===== config.mk =====
export PLATFORM = sky130hd
export DESIGN_NAME = pwm_dtu
export DESIGN_NICKNAME = d
export VERILOG_FILES = /design/src/rtl/pwm_dtu_pkg.sv /design/src/rtl/pwm_dtu_rst_sync.sv /design/src/rtl/pwm_dtu_edge.sv /design/src/rtl/pwm_dtu_band_cnt.sv /design/src/rtl/pwm_dtu_drive.sv /design/src/rtl/pwm_dtu.sv
export SDC_FILE = /design/constraint.sdc
export NUM_CORES = 1
export LEC_CHECK = 0
export ABC_AREA = 1
export BUFFER_PORTS_ARGS = -buffer_cell sky130_fd_sc_hd__buf_4
export CAP_MARGIN = 20
export CORE_MARGIN = 3
export CORE_UTILIZATION = 55
export DETAILED_ROUTE_END_ITERATION = 8
export PLACE_DENSITY_LB_ADDON = 0.08
export SLEW_MARGIN = 20
export SYNTH_ARGS = -nofsm -noshare
export SYNTH_HDL_FRONTEND = slang
export SYNTH_HIERARCHICAL = 1
export SYNTH_SLANG_ARGS = --single-unit

===== constraint.sdc =====
create_clock -name clk -period 3.1 [get_ports clk]
set_input_delay 0.31 -clock clk [delete_from_list [all_inputs] [get_ports clk]]
set_output_delay 0.31 -clock clk [all_outputs]
set_load 0.02 [all_outputs]

===== src/rtl/pwm_dtu_pkg.sv =====
package pwm_dtu_pkg;
  localparam int unsigned DT_W       = 8;
  localparam int unsigned RST_STAGES = 2;

  typedef enum logic [1:0] {
    DRV_OFF = 2'b00,
    DRV_HI  = 2'b01,
    DRV_LO  = 2'b10
  } drv_e;
endpackage


===== src/rtl/pwm_dtu_rst_sync.sv =====
module pwm_dtu_rst_sync #(
  parameter int unsigned STAGES = pwm_dtu_pkg::RST_STAGES
) (
  input  logic clk,
  input  logic rst_n_in,
  output logic rst_n_out
);
  logic [STAGES-1:0] sync_q;

  always_ff @(posedge clk or negedge rst_n_in) begin
    if (!rst_n_in) sync_q <= '0;
    else           sync_q <= {sync_q[STAGES-2:0], 1'b1};
  end

  assign rst_n_out = sync_q[STAGES-1];
endmodule


===== src/rtl/pwm_dtu_edge.sv =====
module pwm_dtu_edge (
  input  logic clk,
  input  logic rst_n,
  input  logic pwm_in,
  output logic pwm_q,
  output logic rise,
  output logic fall
);
  always_ff @(posedge clk or negedge rst_n) begin
    if (!rst_n) pwm_q <= 1'b0;
    else        pwm_q <= pwm_in;
  end

  assign rise = pwm_in & ~pwm_q;
  assign fall = ~pwm_in & pwm_q;
endmodule


===== src/rtl/pwm_dtu_band_cnt.sv =====
module pwm_dtu_band_cnt #(
  parameter int unsigned DT_W = pwm_dtu_pkg::DT_W
) (
  input  logic            clk,
  input  logic            rst_n,
  input  logic            clr,
  input  logic            load,
  input  logic [DT_W-1:0] cfg,
  output logic            busy,
  output logic            expire
);
  localparam logic [DT_W-1:0] ONE = {{(DT_W-1){1'b0}}, 1'b1};

  logic [DT_W-1:0] cnt_q, cnt_d;
  logic            cnt_en;

  always_comb begin
    cnt_d  = cnt_q;
    cnt_en = 1'b0;
    if (clr) begin
      cnt_d  = '0;
      cnt_en = 1'b1;
    end else if (load) begin
      cnt_d  = cfg;
      cnt_en = 1'b1;
    end else if (cnt_q != '0) begin
      cnt_d  = cnt_q - ONE;
      cnt_en = 1'b1;
    end
  end

  always_ff @(posedge clk or negedge rst_n) begin
    if (!rst_n)      cnt_q <= '0;
    else if (cnt_en) cnt_q <= cnt_d;
  end

  assign busy   = (cnt_q != '0);
  assign expire = (cnt_q == ONE) & ~load & ~clr;

  AST_LOAD_CAPTURE: assert property (@(posedge clk) disable iff (!rst_n)
    load && !clr |=> cnt_q == $past(cfg));

  AST_BAND_DECREMENT: assert property (@(posedge clk) disable iff (!rst_n)
    busy && !load && !clr |=> (cnt_q + ONE) == $past(cnt_q));
endmodule


===== src/rtl/pwm_dtu_drive.sv =====
module pwm_dtu_drive
  import pwm_dtu_pkg::*;
(
  input  logic clk,
  input  logic rst_n,
  input  logic kill_now,
  input  logic rise,
  input  logic fall,
  input  logic cfg_zero,
  input  logic expire,
  input  logic level,
  output drv_e state_q
);
  drv_e state_d;
  logic state_en;

  always_comb begin
    state_d  = state_q;
    state_en = 1'b0;
    if (kill_now) begin
      state_d  = DRV_OFF;
      state_en = 1'b1;
    end else if (rise || fall) begin
      state_en = 1'b1;
      if (cfg_zero) state_d = rise ? DRV_HI : DRV_LO;
      else          state_d = DRV_OFF;
    end else if (expire) begin
      state_en = 1'b1;
      state_d  = level ? DRV_HI : DRV_LO;
    end
  end

  always_ff @(posedge clk or negedge rst_n) begin
    if (!rst_n)        state_q <= DRV_OFF;
    else if (state_en) state_q <= state_d;
  end

  AST_EDGE_BLANKS: assert property (@(posedge clk) disable iff (!rst_n)
    (rise || fall) && !cfg_zero && !kill_now |=> state_q == DRV_OFF);

  AST_ZERO_PASS: assert property (@(posedge clk) disable iff (!rst_n)
    rise && cfg_zero && !kill_now |=> state_q == DRV_HI);

  AST_KILL_CLEARS: assert property (@(posedge clk) disable iff (!rst_n)
    kill_now |=> state_q == DRV_OFF);

  AST_HOLD_OFF: assert property (@(posedge clk) disable iff (!rst_n)
    state_q == DRV_OFF && !rise && !fall && !expire |=> state_q == DRV_OFF);
endmodule


===== src/rtl/pwm_dtu.sv =====
module pwm_dtu
  import pwm_dtu_pkg::*;
#(
  parameter int unsigned DT_W = pwm_dtu_pkg::DT_W
) (
  input  logic            clk,
  input  logic            rst_n,
  input  logic            pwm_in,
  input  logic [DT_W-1:0] dead_cfg,
  input  logic            kill_req,
  input  logic            kill_async,
  output logic            drv_hi,
  output logic            drv_lo,
  output logic            busy
);
  logic rst_sync_n;
  logic pwm_q, rise, fall;
  logic expire;
  logic kill_q, kill_now;
  drv_e state_q;

  pwm_dtu_rst_sync u_rst (
    .clk       (clk),
    .rst_n_in  (rst_n),
    .rst_n_out (rst_sync_n)
  );

  pwm_dtu_edge u_edge (
    .clk    (clk),
    .rst_n  (rst_sync_n),
    .pwm_in (pwm_in),
    .pwm_q  (pwm_q),
    .rise   (rise),
    .fall   (fall)
  );

  always_ff @(posedge clk or negedge rst_sync_n) begin
    if (!rst_sync_n) kill_q <= 1'b0;
    else             kill_q <= kill_req;
  end

  assign kill_now = kill_async ? kill_req : kill_q;

  pwm_dtu_band_cnt #(.DT_W(DT_W)) u_cnt (
    .clk    (clk),
    .rst_n  (rst_sync_n),
    .clr    (kill_now),
    .load   (rise | fall),
    .cfg    (dead_cfg),
    .busy   (busy),
    .expire (expire)
  );

  pwm_dtu_drive u_drive (
    .clk      (clk),
    .rst_n    (rst_sync_n),
    .kill_now (kill_now),
    .rise     (rise),
    .fall     (fall),
    .cfg_zero (dead_cfg == '0),
    .expire   (expire),
    .level    (pwm_q),
    .state_q  (state_q)
  );

  assign drv_hi = (state_q == DRV_HI) & ~kill_now;
  assign drv_lo = (state_q == DRV_LO) & ~kill_now;

  AST_NO_OVERLAP: assert property (@(posedge clk) disable iff (!rst_sync_n)
    !(drv_hi && drv_lo));

  AST_SYNC_KILL_OUT: assert property (@(posedge clk) disable iff (!rst_sync_n)
    kill_req && !kill_async |=> !drv_hi && !drv_lo);
endmodule


Word-level counts from Yosys, hierarchy flattened
Index checks and enable logic that the tools add are counted.

word-level totals
  register bits = 14
  word-level logic and storage cells = 43

cells by class
  add/subtract/negate cells = 1
  equality and inequality tests = 3
  mux-type cells = 16
  bitwise gates (word level) = 11
  reduce and logical (&&, ||, !) cells = 7

operators by type and width
  operator                                             number
  2-to-1 mux 8 bit                                     3
  2-to-1 mux 2 bit                                     6
  equality test 8 x 1 -> 1 bit, second input constant  1
  logical NOT 8 bit                                    1
  nonzero test 8 bit                                   1
  subtractor 8 x 1 -> 8 bit, second input constant     1
  2-to-1 mux 1 bit                                     7
  bitwise AND 1 bit                                    6
  nonzero test 3 bit                                   2
  NOT 1 bit                                            4
  AND reduction 2 bit                                  2
  equality test 2 x 1 -> 1 bit, second input constant  1
  equality test 2 bit, second input constant           1
  logical OR 1 bit                                     1
  bitwise OR 1 bit                                     1

Logic depth before layout (Yosys ltp)
  depth in word-level cells = 10
  depth in mapped cells = 13

Cells and area by module
Netlist, hierarchy kept.

by module, submodules not included
  module            instances  cells an instance  area each (um^2)  sequential area each (um^2)
  pwm_dtu_band_cnt  1          88                 624.3             200.2
  pwm_dtu_drive     1          21                 137.6             50.0
  pwm_dtu           1          19                 100.1             25.0
  pwm_dtu_rst_sync  1          3                  53.8              50.0
  pwm_dtu_edge      1          5                  40.0              25.0

Worst setup path before layout
Ideal clock, no wire load.

  path kind = flip-flop to flip-flop
  start point = register u_edge.pwm_q
  end point = register u_drive.state_q[1]
  arrival = 1.611 ns
  data required time = 3.024 ns
  slack = 1.413 ns
  stages on the path, launching flop included = 14
  buffers on the path = 1
  path through = dfrtp_1 > inv_1 > nor2_1 > or2_2 > buf_6 > inv_4 > nand2_2 > nor2_4 > nand2_1 > nor2_1 > inv_1 > nand2_1 > nand2_1 > o21ai_1

RTL lines
  item                                RTL line                text
  from (decl)                         pwm_dtu_edge.sv:5       output logic pwm_q,
  from (signal assigned)              pwm_dtu_edge.sv:11      else pwm_q <= pwm_in;
  bitwise AND 1 bit (*)               pwm_dtu_edge.sv:15      assign fall = ~pwm_in & pwm_q;
  via fall                            pwm_dtu.sv:17           logic pwm_q, rise, fall;
  bitwise OR 1 bit (*)                pwm_dtu.sv:48           .load (rise | fall),
  NOT 1 bit (*)                       pwm_dtu_band_cnt.sv:38  assign expire = (cnt_q == ONE) & ~load & ~clr;
  bitwise AND 1 bit (*) (2 in a row)  pwm_dtu_band_cnt.sv:38
  via expire                          pwm_dtu.sv:18           logic expire;
  2-to-1 mux 1 bit                    pwm_dtu_drive.sv:27     end else if (expire) begin
  2-to-1 mux 1 bit                    pwm_dtu_drive.sv:23     end else if (rise || fall) begin
  2-to-1 mux 1 bit                    pwm_dtu_drive.sv:20     if (kill_now) begin
  AND reduction 2 bit (no line) (*)   -
  to (signal assigned)                pwm_dtu_drive.sv:35     else if (state_en) state_q <= state_d;
  to (decl)                           pwm_dtu_drive.sv:12     output drv_e state_q

The timed path passes the listed nets; every way through them passes the cells marked *. The select of a mux whose other input is x is not followed.
A chain may end at the register's enable or synchronous reset.

Worst setup path in the final report
Ends and elaborated chain as after synthesis.

==> results_dict.tcl <==
set metrics [dict create \
    synth_simple_gate_area_share_pct 44.9 \
    p_leak_uw 0.000593 \
    post_drt_wl_per_cell_um 12.3 \
    synth_area_um2 956 \
    place_area_um2 1080 \
    slew_violations 0 \
    critPathSlowestCell "dfrtp_1" \
    cts_made_buffers 3 \
    syn2layout_area_growth_pct 17.5 \
    max_stage_delay_ps 400 \
    ys_ff_latch 14 \
    routabilityCongestion 0.907 \
    fin_crit_sh_pct 59.7 \
    synth_mux_area_share_pct 0 \
    syn_nets 152 \
    hold_class "in -> reg" \
    clock_skew_ps 4.88 \
    postCtsSetupBuffers 0 \
    synth_area_per_cell_um2 7.03 \
    drv_cap 0 \
    p_sw_uw 216 \
    grtUsageTotal_pct 21.8 \
    path_clk_slew_ps 90 \
    cts_tree "built" \
    port_buffers 15 \
    sequentialPowerShare_pct 41.0 \
    relSlewSlack_pct 64.6 \
    final_cell_area_um2 1120 \
    row_count 14 \
    tightest_slew_ps 530 \
    ant_nets 0 \
    vias 888 \
    htree_levels 1 \
    fmax_ghz 0.540 \
    worstPathCellList "inv_1 > nor2_1 > or2_2 > inv_4 > nand2_2 > nor2_4 > nand2_1 > nor2_1 > inv_1 > nand2_1 > nand2_1 > o21ai_1" \
    total_power_uw 574 \
    chipWidth_um 47.7 \
    antenna_found_initial 0 \
    grt_pass1_wl_um 3460 \
    n_antenna_cell 0 \
    p_int_uw 358 \
    first_global_vias 871 \
    cts.repair.resized 0 \
    initialDrtViolationCount 19 \
    cts-root-buf "clkbuf_4" \
    clk_latency_ps 280 \
    dp_hpwl_um 1660 \
    avgViaCountPerCell 5.19 \
    setup_viol 0 \
    pwr-share-clk_pct 23.2 \
    synth_fa_ha_area_share_pct 3.93 \
    rsz0062_at_grt "false" \
    grt_max_degree 13 \
    drcViolationCount 0 \
    synth_seq_area_share_pct 36.6 \
    fin_util_pct 71.3 \
    cp.required_ps 3310 \
    swShare_pct 37.7 \
    cts-hold-fix-buffers 1 \
    clkSinkCount 14 \
    core_region_area_um2 1580 \
    clockBufferDepth 2 \
    die-area_um2 2270 \
    synth_top_family_by_area "simple AND/OR/NAND/NOR gates" \
    run_status "complete, no violations" \
    final_nets 172 \
    arrival_ps 2060 \
    cp_max_fo 10 \
    synth.distinct_cells 22 \
    critPathKind "reg -> reg" \
    fillers 141 \
    final.min_clock_period_ps 1850 \
    rrSetupSlack_ps 1250 \
    synthCells 136 \
    die-height_um 47.7 \
    drive_above_1_share_pct 25.2 \
    drt_wl_total_um 2100 \
    hold_viol 0 \
    multi_input_area_um2 519 \
    crit_path_end_kind "register" \
    synth_xor_area_share_pct 0.916 \
    p_per_area_nw_per_um2 511 \
    finalSetupTns_ps 0 \
    yosysWarnings 6 \
    vdd_drop_max_v 0.000356 \
    p_comb_share_pct 35.8 \
    startpoint_type "register" \
    synth-compound-area-share_pct 4.19 \
    pin_count 16 \
    grt_overflow 0 \
    seq_area_um2 350 \
    first_pass_iters 4 \
    start_util_pct 60.6 \
    path_common_cell "nand2_1" \
]
-- registers in the layout, indices dropped and copies added, names as in the netlist --
name,flops
u_edge/pwm_q,1
u_cnt/cnt_q,8
u_drive/state_q,2
u_rst/sync_q,2
kill_q,1
-- per-stage QoR --
stage	worst slack (ps)	hold slack [ps]	cells
4_1_cts	1260	134	171
6_report	1250	142	171
3_3_place_gp	1340	92.4	166
3_5_place_dp	1270	94.3	166
5_1_grt	1090	136	171
2_1_floorplan	1410	14.4	136
-- Yosys cell counts (all sizes together) --
cell	number	area (um2)
clkinv	1	5.00
or2	4	25.0
nand4	3	18.8
dfrtp	14	350
xnor2	1	8.76
a21oi	3	15.0
ha	3	37.5
nand3b	1	7.51
o21ai	5	25.0
nor3	1	5.00
inv	18	70.1
buf	1	11.3
nand3	12	60.1
nor2	30	150
nand2	38	163
conb	1	3.75
-- power groups by stage --
stage	logic [uW]	registers [uW]	clock network [uW]
floorplan	157	231	0
global placement	200	237	0
detailed placement	203	239	0
CTS	206	235	138
global route	235	239	143
finish	206	235	133
-- worst paths after layout --
kind | start | end | cells past startpoint
min | kill_req | kill_q | 1
min reg2reg | u_rst/sync_q[1] | u_cnt/cnt_q[3] | 0
min in group asynchronous | u_rst/sync_q[1] | u_cnt/cnt_q[3] | 0
max | u_edge/pwm_q | u_drive/state_q[1] | 12
max reg2reg | u_edge/pwm_q | u_drive/state_q[1] | 12
max in group asynchronous | u_rst/sync_q[1] | kill_q | 0
-- critical path, delay by kind of cell (launching register included) --
family	cells	cell delay [ps]
AOI/OAI and AO/OA	1	130
DFF	1	400
and+or+nand+nor	8	1000
buffers and inverters	3	260
-- cells by family (layout without fill, tap and decap cells) --
kind of cell	Yosys count	count (layout)
other	1	1
buffers and inverters	20	39
XOR/XNOR	1	1
adder cells (fa/ha/maj)	3	3
AO/OA/AOI/OAI	8	8
flip-flops	14	14
AND/OR/NAND/NOR	89	89
-- layout by cell type, fill, tap and decap left out --
cell type / n
nand4_1: 3
inv_2: 3
buf_4: 15
ha_1: 3
nand2_2: 5
nand3_1: 12
clkbuf_8: 1
dfrtp_1: 14
dlygate4sd3_1: 1
clkbuf_4: 3
nand3b_1: 1
or2_2: 4
inv_1: 14
o21ai_1: 2
nor2_1: 25
a21oi_1: 3
nor2_4: 5
conb_1: 1
xnor2_1: 1
nand2_4: 1
nand2_1: 32
inv_4: 1
clkinv_2: 1
o21ai_0: 3
nor3_1: 1
-- per-layer routing --
layer	GRT usage [%]	vias up	part of all wire, %
met3	4.14	4	6.6
met4	10.2	0	0.91
met2	36.4	32	52
li1	-	456	-
met5	0	-	0
met1	26.7	396	40
-- final cells by class --
class                      count  share of cell area (%)
tap                           16                    1.78
sequential                    14                    31.2
multi-input combinational    102                    46.2
clock buffer                   4                    3.23
inverter                      19                    6.68
timing repair buffer          16                    10.9
(Power assumes the default switching activity.)
